File: src/rtl/scbPkg.sv
`timescale 1ns/1ps
package scbPkg;
  localparam int MAX_IDX_W = 8;

  typedef struct packed {
    logic                 setEn;
    logic [MAX_IDX_W-1:0] setIdx;
  } scbStrobeT;
endpackage

File: src/rtl/scbCtrl.sv
`timescale 1ns/1ps
module scbCtrl #(
  parameter int NUM_REGS = 32,
  parameter int IDX_W    = 5
) (
  input  logic                 decValid,
  input  logic                 src1Used,
  input  logic [IDX_W-1:0]     src1Idx,
  input  logic                 src2Used,
  input  logic [IDX_W-1:0]     src2Idx,
  input  logic                 dstUsed,
  input  logic [IDX_W-1:0]     dstIdx,
  input  logic                 extStall,
  input  logic [NUM_REGS-1:0]  visibleBusy,
  output logic                 issueOut,
  output logic                 hazardOut,
  output logic                 holdOut,
  output scbPkg::scbStrobeT    strobe
);
  logic src1Act, src2Act, dstAct;
  logic src1Hit, src2Hit, dstHit;

  // operands naming register 0 or flagged unused take no part
  assign src1Act = src1Used && (src1Idx != '0);
  assign src2Act = src2Used && (src2Idx != '0);
  assign dstAct  = dstUsed  && (dstIdx  != '0);

  assign src1Hit = src1Act && visibleBusy[src1Idx];
  assign src2Hit = src2Act && visibleBusy[src2Idx];
  assign dstHit  = dstAct  && visibleBusy[dstIdx];

  assign hazardOut = decValid && (src1Hit || src2Hit || dstHit);
  assign issueOut  = decValid && !hazardOut && !extStall;
  assign holdOut   = decValid && !issueOut;

  always_comb begin
    strobe        = '0;
    strobe.setEn  = issueOut && dstAct;
    strobe.setIdx = scbPkg::MAX_IDX_W'(dstIdx);
  end
endmodule

File: src/rtl/scbDatapath.sv
`timescale 1ns/1ps
module scbDatapath #(
  parameter int NUM_REGS = 32,
  parameter int NUM_WB   = 2,
  parameter int IDX_W    = 5
) (
  input  logic                     clk,
  input  logic                     rstN,
  input  scbPkg::scbStrobeT        strobe,
  input  logic [NUM_WB-1:0]        wbValid,
  input  logic [NUM_WB*IDX_W-1:0]  wbIdx,
  output logic [NUM_REGS-1:0]      busyVec,
  output logic [NUM_REGS-1:0]      visibleBusy
);
  logic [NUM_REGS-1:0] clrMask;
  logic [NUM_REGS-1:0] setMask;

  // one-hot clear mask gathered from every write-back port
  always_comb begin
    clrMask = '0;
    for (int p = 0; p < NUM_WB; p++) begin
      if (wbValid[p]) begin
        clrMask[wbIdx[p*IDX_W +: IDX_W]] = 1'b1;
      end
    end
  end

  always_comb begin
    setMask = '0;
    if (strobe.setEn) begin
      setMask[strobe.setIdx[IDX_W-1:0]] = 1'b1;
    end
  end

  // same-cycle clears are visible to the decode check
  assign visibleBusy = busyVec & ~clrMask;

  genvar g;
  generate
    for (g = 0; g < NUM_REGS; g++) begin : gFlag
      if (g == 0) begin : gZero
        assign busyVec[g] = 1'b0;
      end else begin : gReg
        logic flagQ;
        always_ff @(posedge clk) begin
          if (!rstN) begin
            flagQ <= 1'b0;
          end else if (setMask[g]) begin
            flagQ <= 1'b1;
          end else if (clrMask[g]) begin
            flagQ <= 1'b0;
          end
        end
        assign busyVec[g] = flagQ;
      end
    end
  endgenerate
endmodule

File: src/rtl/regScoreboard.sv
`timescale 1ns/1ps
module regScoreboard #(
  parameter int NUM_REGS = 32,
  parameter int NUM_WB   = 2,
  localparam int IDX_W   = $clog2(NUM_REGS)
) (
  input  logic                     clk,
  input  logic                     rstN,
  input  logic                     decValid,
  input  logic                     src1Used,
  input  logic [IDX_W-1:0]         src1Idx,
  input  logic                     src2Used,
  input  logic [IDX_W-1:0]         src2Idx,
  input  logic                     dstUsed,
  input  logic [IDX_W-1:0]         dstIdx,
  input  logic                     extStall,
  input  logic [NUM_WB-1:0]        wbValid,
  input  logic [NUM_WB*IDX_W-1:0]  wbIdx,
  output logic                     issueOut,
  output logic                     hazardOut,
  output logic                     holdOut
);
  scbPkg::scbStrobeT   strobe;
  logic [NUM_REGS-1:0] busyVec;
  logic [NUM_REGS-1:0] visibleBusy;

  scbCtrl #(.NUM_REGS(NUM_REGS), .IDX_W(IDX_W)) u_ctrl (
    .decValid(decValid), .src1Used(src1Used), .src1Idx(src1Idx),
    .src2Used(src2Used), .src2Idx(src2Idx), .dstUsed(dstUsed),
    .dstIdx(dstIdx), .extStall(extStall), .visibleBusy(visibleBusy),
    .issueOut(issueOut), .hazardOut(hazardOut), .holdOut(holdOut),
    .strobe(strobe)
  );

  scbDatapath #(.NUM_REGS(NUM_REGS), .NUM_WB(NUM_WB), .IDX_W(IDX_W)) u_dp (
    .clk(clk), .rstN(rstN), .strobe(strobe), .wbValid(wbValid),
    .wbIdx(wbIdx), .busyVec(busyVec), .visibleBusy(visibleBusy)
  );
endmodule

File: config.mk
export PLATFORM = sky130hd
export DESIGN_NAME = regScoreboard
export DESIGN_NICKNAME = d
export VERILOG_FILES = /design/src/rtl/scbPkg.sv /design/src/rtl/scbCtrl.sv /design/src/rtl/scbDatapath.sv /design/src/rtl/regScoreboard.sv
export SDC_FILE = /design/constraint.sdc
export NUM_CORES = 1
export LEC_CHECK = 0
export ABC_CLOCK_PERIOD_IN_PS = 3000
export BUFFER_PORTS_ARGS = -buffer_cell sky130_fd_sc_hd__buf_2
export CAP_MARGIN = 15
export CORE_UTILIZATION = 40
export CTS_CLUSTER_DIAMETER = 120
export CTS_CLUSTER_SIZE = 10
export DETAILED_ROUTE_END_ITERATION = 7
export PLACE_DENSITY = 0.61
export RECOVER_POWER = 25
export SETUP_SLACK_MARGIN = 0.1
export SLEW_MARGIN = 20
export SYNTH_ARGS = -nofsm -noshare
export SYNTH_HDL_FRONTEND = slang
export SYNTH_SLANG_ARGS = --single-unit
File: constraint.sdc
create_clock -name clk -period 3 [get_ports clk]
set_input_delay 0.6 -clock clk [delete_from_list [all_inputs] [get_ports clk]]
set_output_delay 0.6 -clock clk [all_outputs]
set_load 0.02 [all_outputs]
# Word-level counts from Yosys, hierarchy flattened
# Index checks and enable logic that the tools add are counted.
# word_totals
inputBits	34
word_cells	172
output_inout_bits	3
regBits	31
# classes
muxes	77
magnitude_cmp	8
n_bitwise	3
reduce_logical	53
# ops
op	count
two-way mux 32 bit	3
two-way mux 1 bit	68
nonzero test 2 bit	31
bitwise AND 32 bit	1
inverter 32 bit	1
OR 32 bit	1
< comparator 5 x 6 -> 1 bit (second input constant)	5
binary-select mux 1 bit (select 5 bit)	3
demux 1 bit (select 5 bit)	3
greater-or-equal comparator 5 x 1 -> 1 bit (second input constant)	3
nonzero test 5 bit	3
logical AND 1 bit	14
logical NOT 1 bit	3
logical OR 1 bit	2

# Depth between registers and ports, before layout
# Gate-level depths: netlist of run 1.
# depth
word_depth	21
ltp_mapped	10
ltp_nobuf	8

# Cells and area by module
# A second synthesis of run 1 with hierarchy kept.
# hier_totals
hier_cells	372
hier_area_um2	2967.8
# by_module_without_submodules
module	instances	area_per_inst_um2	cells_each	seq_area_each_um2
scbDatapath	1	1960.6	268	620.6
scbCtrl	1	1007.2	104	0.0

# Worst setup path before layout of run 1
# OpenSTA, ideal clock, no wires.
# synth_timing
kind	input -> output
start	input port wbIdx[1]
end	output port issueOut
setup_slack_ns	-0.492
arrival_time_ns	2.892
required_ns	2.400
path_stages	10
n_path_buf	2
cell_sequence	or3b_1 buf_2 o221ai_1 o22ai_1 o41a_1 a31oi_1 a221o_2 o211ai_4 buf_2 nor3b_1
# synth_between
elab_chain_len	18
word_cells_on_any_way	25
classes_between	order compare (2); mux (10); bitwise (3); reduce/logical (10)
# synth_lines
element	line	source
from (decl)	regScoreboard.sv:18	input logic [NUM_WB*IDX_W-1:0] wbIdx,
< comparator 5 x 6 -> 1 bit (implied by the code) or greater-or-equal comparator 5 x 1 -> 1 bit (tied branches)	scbDatapath.sv:23	clrMask[wbIdx[p*IDX_W +: IDX_W]] = 1'b1;
logical AND 1 bit (implied by the code)	scbDatapath.sv:23	
two-way mux 1 bit (implied by the code)	scbDatapath.sv:23	
demux 1 bit (select 5 bit) (*)	-	
two-way mux 32 bit (*)	scbDatapath.sv:22	if (wbValid[p]) begin
OR 32 bit (no source line)	-	
two-way mux 32 bit (*)	scbDatapath.sv:22	
inverter 32 bit (*)	scbDatapath.sv:36	assign visibleBusy = busyVec & ~clrMask;
bitwise AND 32 bit (*)	scbDatapath.sv:36	
binary-select mux 1 bit (select 5 bit), on equally long branches	scbCtrl.sv:28, scbCtrl.sv:29	
two-way mux 1 bit, on equally long branches	scbCtrl.sv:28, scbCtrl.sv:29	
logical AND 1 bit, on equally long branches	scbCtrl.sv:28, scbCtrl.sv:29	
logical OR 1 bit	scbCtrl.sv:32	assign hazardOut = decValid && (src1Hit || src2Hit || dstHit);
logical OR 1 bit (*)	scbCtrl.sv:32	
logical AND 1 bit (*)	scbCtrl.sv:32	
logical NOT 1 bit (*)	scbCtrl.sv:33	assign issueOut = decValid && !hazardOut && !extStall;
logical AND 1 bit (*) (2 in series)	scbCtrl.sv:33	
to (decl)	regScoreboard.sv:19	output logic issueOut,
# Mark *: on every way between the ends. The rest lies on a longest branch, timed or not. The select of a mux whose other input is x is not followed.

# Worst setup path after layout of run 1
# layout_timing
start	input port wbIdx[8]
end	output port issueOut
# layout_between
elab_chain_len	17
word_cells_on_any_way	24
classes_between	order compare (2); mux (9); bitwise (3); reduce/logical (10)
# layout_lines
element	line
< comparator 5 x 6 -> 1 bit (implied by the code) or greater-or-equal comparator 5 x 1 -> 1 bit (tied branches)	scbDatapath.sv:23
logical AND 1 bit (implied by the code)	scbDatapath.sv:23
two-way mux 1 bit (implied by the code)	scbDatapath.sv:23
demux 1 bit (select 5 bit) (*)	-
OR 32 bit (no source line) (*)	-
two-way mux 32 bit (*)	scbDatapath.sv:22
inverter 32 bit (*)	scbDatapath.sv:36
bitwise AND 32 bit (*)	scbDatapath.sv:36
binary-select mux 1 bit (select 5 bit), on equally long branches	scbCtrl.sv:28, scbCtrl.sv:29
two-way mux 1 bit, on equally long branches	scbCtrl.sv:28, scbCtrl.sv:29
logical AND 1 bit, on equally long branches	scbCtrl.sv:28, scbCtrl.sv:29
logical OR 1 bit	scbCtrl.sv:32
logical OR 1 bit (*)	scbCtrl.sv:32
logical AND 1 bit (*)	scbCtrl.sv:32
logical NOT 1 bit (*)	scbCtrl.sv:33
logical AND 1 bit (*) (2 in series)	scbCtrl.sv:33
# Marked as above.

==> results.txt, run 1 <==
status: finished, violations left
violated checks: setup timing
max cap viols: 0
CTS Sinks: 31
final core utilization: 0.654
fin crit period: 3.51 ns
Synth Area in Adders: 0
Syn-to-layout area delta: 53.6%
Antenna Nets Post-Route: 0
WL/cell: 23.1 um
placer congestion estimate: 1.02
First-pass DRT Iterations: 5
largest net degree at the start of global routing: 29
drt drc: 0
Antenna Cells: 0
clk_skew: 0.00207 ns
Post-Synth XOR/XNOR Area: 0
Vias/cell: 6.64
die height: 85.2 um
Worst Hold Class: register to register
Initial Util: 0.426
core area: 6490 um2
mux cell area share after synthesis: 0.0262
dpl cell area: 3780 um2
leading post-synthesis cells by cell area: dfxtp_1, o31ai_1, nand2_1
Reg area: 621 um2
first-pass GRT wire length: 19.8 mm
antenna violations before repair: 0
Total GRT Usage: 0.364
grt ovf: 0
overall die area: 7250 um2
endpoint class of the critical path: output port
Max IR drop VDD: 0.000211 V
PortBufs: 36
Filler Cell Count: 560
register bit total from synthesis: 31
Most used DFF post-synth: dfxtp_1
max-slew violations: 0
Synth area leader: dfxtp_1
Post-synth ARST share: 0
RSZ-0062 raised after global routing: true
Mapped Area: 2770 um2
clk root buf: clkbuf_8
Fmax: 285 MHz
Top reg by flops: u_dp.gFlag.gReg.flagQ
type of origin of the critical path: input port
die width: 85.2 um
Yosys warning count: 0
Final TNS setup: -1.40 ns
post-synthesis instance total: 359
Vias: 3747
# setup viols final: 3
synth unique cells: 61
post-synthesis compound-gate area fraction: 0.403
Final Cell Area: 4250 um2
number of global-route vias before repair: 3493
CP max FO: 7
# nets final: 521
Setup Slack @ Placement: -0.613 ns
WS Path Type: input port to output port
CTS clk-pin slew, worst paths: 0.06 ns
I/O Pins: 37
Post-Syn Nets: 393
depth of the CTS H-tree: 2
Hold Fails Final Rpt: 0
area share of the largest cell type after synthesis: 0.224
Largest register FFs: 31
Req. time, crit path: 2.40 ns
CTS buffer count: 5
clk_lat worst skew: 0.29 ns
DP Wirelength: 9.56 mm
final worst slack: -0.508 ns
PD cells: 264 nW/um2
Seq/Total Area, Yosys: 0.224
Post-synth EDFFs: 0
worst slew pin tran: 0.558 ns
Simple-Gate Fraction of Synth Area: 0.301
multi-input logic area: 2330 um2
leak pwr: 1.52 nW
largest family of logic cells by synthesized area: compound AO/OA/AOI/OAI gates
DR iter-0 viols: 419
CTS tree: built
Worst EP arrival: 2.91 ns
clk buf depth: 2
top flop regs: u_dp.gFlag.gReg.flagQ x31
Rows: 29
Worst slew margin: 0.627
drt total wl: 13.0 mm
hold buffer count at CTS: 0
fin crit share: 1.17
Syn Area/Cell: 7.71 um2
layout cells sized above 1: 0.458
-- final timing paths --
| kind | start | endpoint | slack [ns] | cells after the start |
|---|---|---|---|---|
| setup / recovery | wbIdx[8] | issueOut | -0.51 | 13 |
| hold / removal | u_dp.gFlag[28].gReg.flagQ | u_dp.gFlag[28].gReg.flagQ | 0.63 | 3 |
| setup reg to reg | u_dp.gFlag[20].gReg.flagQ | u_dp.gFlag[6].gReg.flagQ | 0.62 | 9 |
| hold reg to reg | u_dp.gFlag[28].gReg.flagQ | u_dp.gFlag[28].gReg.flagQ | 0.63 | 3 |
-- cell families (layout without fill, tap and decap cells) --
kind of cell,Yosys count,in the layout
buffers and inverters,32,160
flip-flops,31,31
AND/OR/NAND/NOR,154,154
AO/OA/AOI/OAI,136,136
multiplexers,6,6
-- layout make-up --
class,instances,area share
inverters,9,0.00795
well taps,77,0.0227
repair buffers,144,0.254
clock inverters,1,0.00118
clock buffers,6,0.0194
multi-input cells,296,0.549
flip-flops and latches,31,0.146
-- Yosys cell counts (7+ instances only) --
master / count
a21oi_1: 9
inv_1: 7
nand2b_1: 11
or2_2: 13
clkbuf_1: 18
dfxtp_1: 31
o221ai_1: 18
o221a_2: 8
o31ai_1: 26
nand2_1: 43
nand3_1: 15
nand3b_1: 10
o22ai_1: 11
o21ai_0: 13
nor2_1: 24
-- stage by stage --
stage	total power [W]	hold WS (ns)	std cells
global route	0.00116	0.663	564
CTS	0.00108	0.623	560
floorplan	0.000585	0.495	359
detailed placement	0.000729	0.614	549
global placement	0.000729	0.614	549
finish	0.00112	0.633	564
-- timing repair --
| item | 4_1_cts | 5_1_grt |
|---|---|---|
| endpoints found under the setup margin | 4 | 31 |
| endpoints found under the hold margin | 0 | 0 |
| pin swaps | 10 | 15 |
| gates resized for setup | 33 | 36 |
| setup buffers | 4 | 4 |
-- routing by layer --
| layer | track usage | routed length, um | vias up |
|---|---|---|---|
| met4 | 0.157 | 616 | 0 |
| met3 | 0.0516 | 1040 | 54 |
| met1 | 0.499 | 5530 | 1748 |
| met5 | 0 | 0 | - |
| li1 | - | - | 1698 |
| met2 | 0.570 | 5830 | 247 |
-- critical path, cell delays in order --
cell	delay [ns]
buf_6	0.11
nand4bb_1	0.34
buf_4	0.25
o221ai_1	0.19
buf_4	0.21
nor2_1	0.05
a211oi_1	0.31
o41ai_2	0.10
nand4_1	0.16
o211ai_4	0.13
buf_6	0.14
nor3b_4	0.17
buf_6	0.14
-- cells in the final DEF, fill, tap and decap left out, drive strengths merged, types with 3 or more instances in the layout --
cell     Yosys  routed
a2111oi      3       3
a211oi       3       3
a21oi        9       9
a22oi        4       4
a31oi        3       3
buf          5     144
clkbuf      18       6
clkinv       2       3
dfxtp       31      31
inv          7       7
mux2i        5       5
nand2       43      43
nand2b      11      11
nand3       15      15
nand3b      10      10
nand4        5       5
nand4b       3       3
nor2        24      24
nor2b        5       5
nor3         4       4
nor3b        3       3
o211ai       3       3
o21ai       13      13
o221a        9       9
o221ai      23      23
o22ai       11      11
o311ai       3       3
o31ai       26      26
o32ai        7       7
o41ai        3       3
or2         14      14
or3          4       4
or3b         3       3
-- power by group --
part,total [W],switching (W),leakage [nW],internal (W)
clock network,0.000343,0.000163,0.0470,0.000180
logic,0.000366,0.000214,1.22,0.000152
registers,0.000413,0.000000637,0.250,0.000413
total,0.00112,0.000377,1.52,0.000745
Power figures use the tool's default switching activity.
==> run 2: changes to the inputs <==
Settings changed: CORE_MARGIN set to 4.
==> results.txt, run 2 (synthesis results as in run 1) <==
status: finished, violations left
violated checks: DRC, setup timing
Fmax: 281 MHz
Antenna Cells: 0
Syn-to-layout area delta: 54.3%
antenna violations before repair: 0
endpoint class of the critical path: output port
RSZ-0062 raised after global routing: true
final core utilization: 0.632
worst hold start: u_dp.gFlag[9].gReg.flagQ
Filler Cell Count: 617
CTS Sinks: 31
Req. time, crit path: 2.40 ns
Max IR drop VDD: 0.000255 V
reg2reg path depth: 9
number of global-route vias before repair: 3621
layout cells sized above 1: 0.459
leak pwr: 1.52 nW
Hold Path Depth: 2
Vias/cell: 6.67
placer congestion estimate: 0.985
CTS buffer count: 5
CTS tree: built
largest net degree at the start of global routing: 32
PortBufs: 36
# nets final: 522
RR Startpoint: u_dp.gFlag[3].gReg.flagQ
met2 WL post-DR: 5.64 mm
Final TNS setup: -1.56 ns
WL/cell: 22.5 um
Worst Hold Class: register to register
clk_lat worst skew: 0.29 ns
die height: 91.2 um
PD cells: 264 nW/um2
First-pass DRT Iterations: 8
I/O Pins: 37
depth of the CTS H-tree: 2
met1 wire length: 4.82 mm
Worst EP arrival: 2.96 ns
Reg2Reg Setup Slack: 0.44 ns
Worst R2R End: u_dp.gFlag[12].gReg.flagQ
most frequent cells in the layout: buf_4, nand2_1, dfxtp_1
WS Path Type: input port to output port
grt ovf: 0
hold buffer count at CTS: 0
Total GRT Usage: 0.299
DR iter-0 viols: 469
Largest register FFs: 31
Hold Fails Final Rpt: 0
Vias: 3789
sink of the worst hold path: u_dp.gFlag[9].gReg.flagQ
die width: 91.2 um
DP Wirelength: 9.42 mm
Worst slew margin: 0.581
Rows: 30
clk buf depth: 2
overall die area: 8310 um2
first-pass GRT wire length: 19.5 mm
Max Used Layer: met4
Initial Util: 0.409
Top reg by flops: u_dp.gFlag.gReg.flagQ
fin crit share: 1.19
fin crit period: 3.56 ns
core area: 6760 um2
Antenna Nets Post-Route: 0
clk_skew: 0.00986 ns
commonest non-fill, non-tap cell in the layout: buf_4
final worst slack: -0.562 ns
drt drc: 7
worst slew pin tran: 0.627 ns
CTS clk-pin slew, worst paths: 0.07 ns
max cap viols: 0
drt total wl: 12.8 mm
CP max FO: 5
top flop regs: u_dp.gFlag.gReg.flagQ x31
type of origin of the critical path: input port
# setup viols final: 3
clk root buf: clkbuf_8
max-slew violations: 0
met3 wire length: 1.54 mm
## run 2: how the worst max path moves through the flow
stage / startpoint / endpoint / depth (start not counted)
2_1_floorplan: wbIdx[1] / issueOut / 10
3_3_place_gp: wbIdx[1] / issueOut / 12
3_5_place_dp: wbIdx[1] / issueOut / 12
4_1_cts: wbIdx[0] / issueOut / 12
5_1_grt: wbIdx[0] / issueOut / 12
6_report: wbIdx[0] / issueOut / 12
## run 2: report_power, final
| part | leakage, nW | switching [W] | internal [W] |
|---|---|---|---|
| clock | 0.0470 | 0.000164 | 0.000180 |
| combinational | 1.22 | 0.000218 | 0.000152 |
| sequential | 0.250 | 0.000000635 | 0.000413 |
## run 2: what timing repair did
action | in CTS | in global routing
pin swaps | 8 | 20
resized for setup | 22 | 48
buffers inserted | 3 | 4
cloned | 0 | 0
hold endpoints to repair | 0 | 0
setup endpoints to repair | 33 | 34
## run 2: cell type report
class	instances	area (um2)	share of cell area
clock inverters	1	5.00	0.00117
repair buffers	145	1080	0.254
clock buffers	6	82.6	0.0193
inverters	9	33.8	0.00792
well taps	80	100	0.0235
multi-input cells	296	2340	0.549
flip-flops and latches	31	621	0.145
## run 2: through the flow
stage                     hold WS [ns]  instances  setup WS [ns]  power, W  instance area [um2]
final                            0.542        568         -0.562   0.00113                 4270
after global routing             0.580        568         -0.602   0.00116                 4270
after CTS                        0.534        565         -0.527   0.00108                 4000
after detailed placement         0.524        555         -0.700  0.000733                 3790
after global placement           0.529        555         -0.679  0.000731                 3790
after floorplan                  0.495        359         -0.145  0.000585                 2850
## run 2: layer usage
metal / vias to the layer above / GRT usage
li1: 1702 / -
met3: 68 / 0.0729
met1: 1726 / 0.379
met5: - / 0
met2: 293 / 0.461
met4: 0 / 0.167
## run 2: worst max-delay path: stages
cell	delay [ns]
buf_8	0.10
or3b_4	0.41
buf_6	0.15
o221ai_4	0.24
o22ai_2	0.11
o41a_1	0.43
a31oi_4	0.17
a221o_2	0.18
o211ai_4	0.12
buf_6	0.14
nor3b_4	0.17
buf_6	0.14
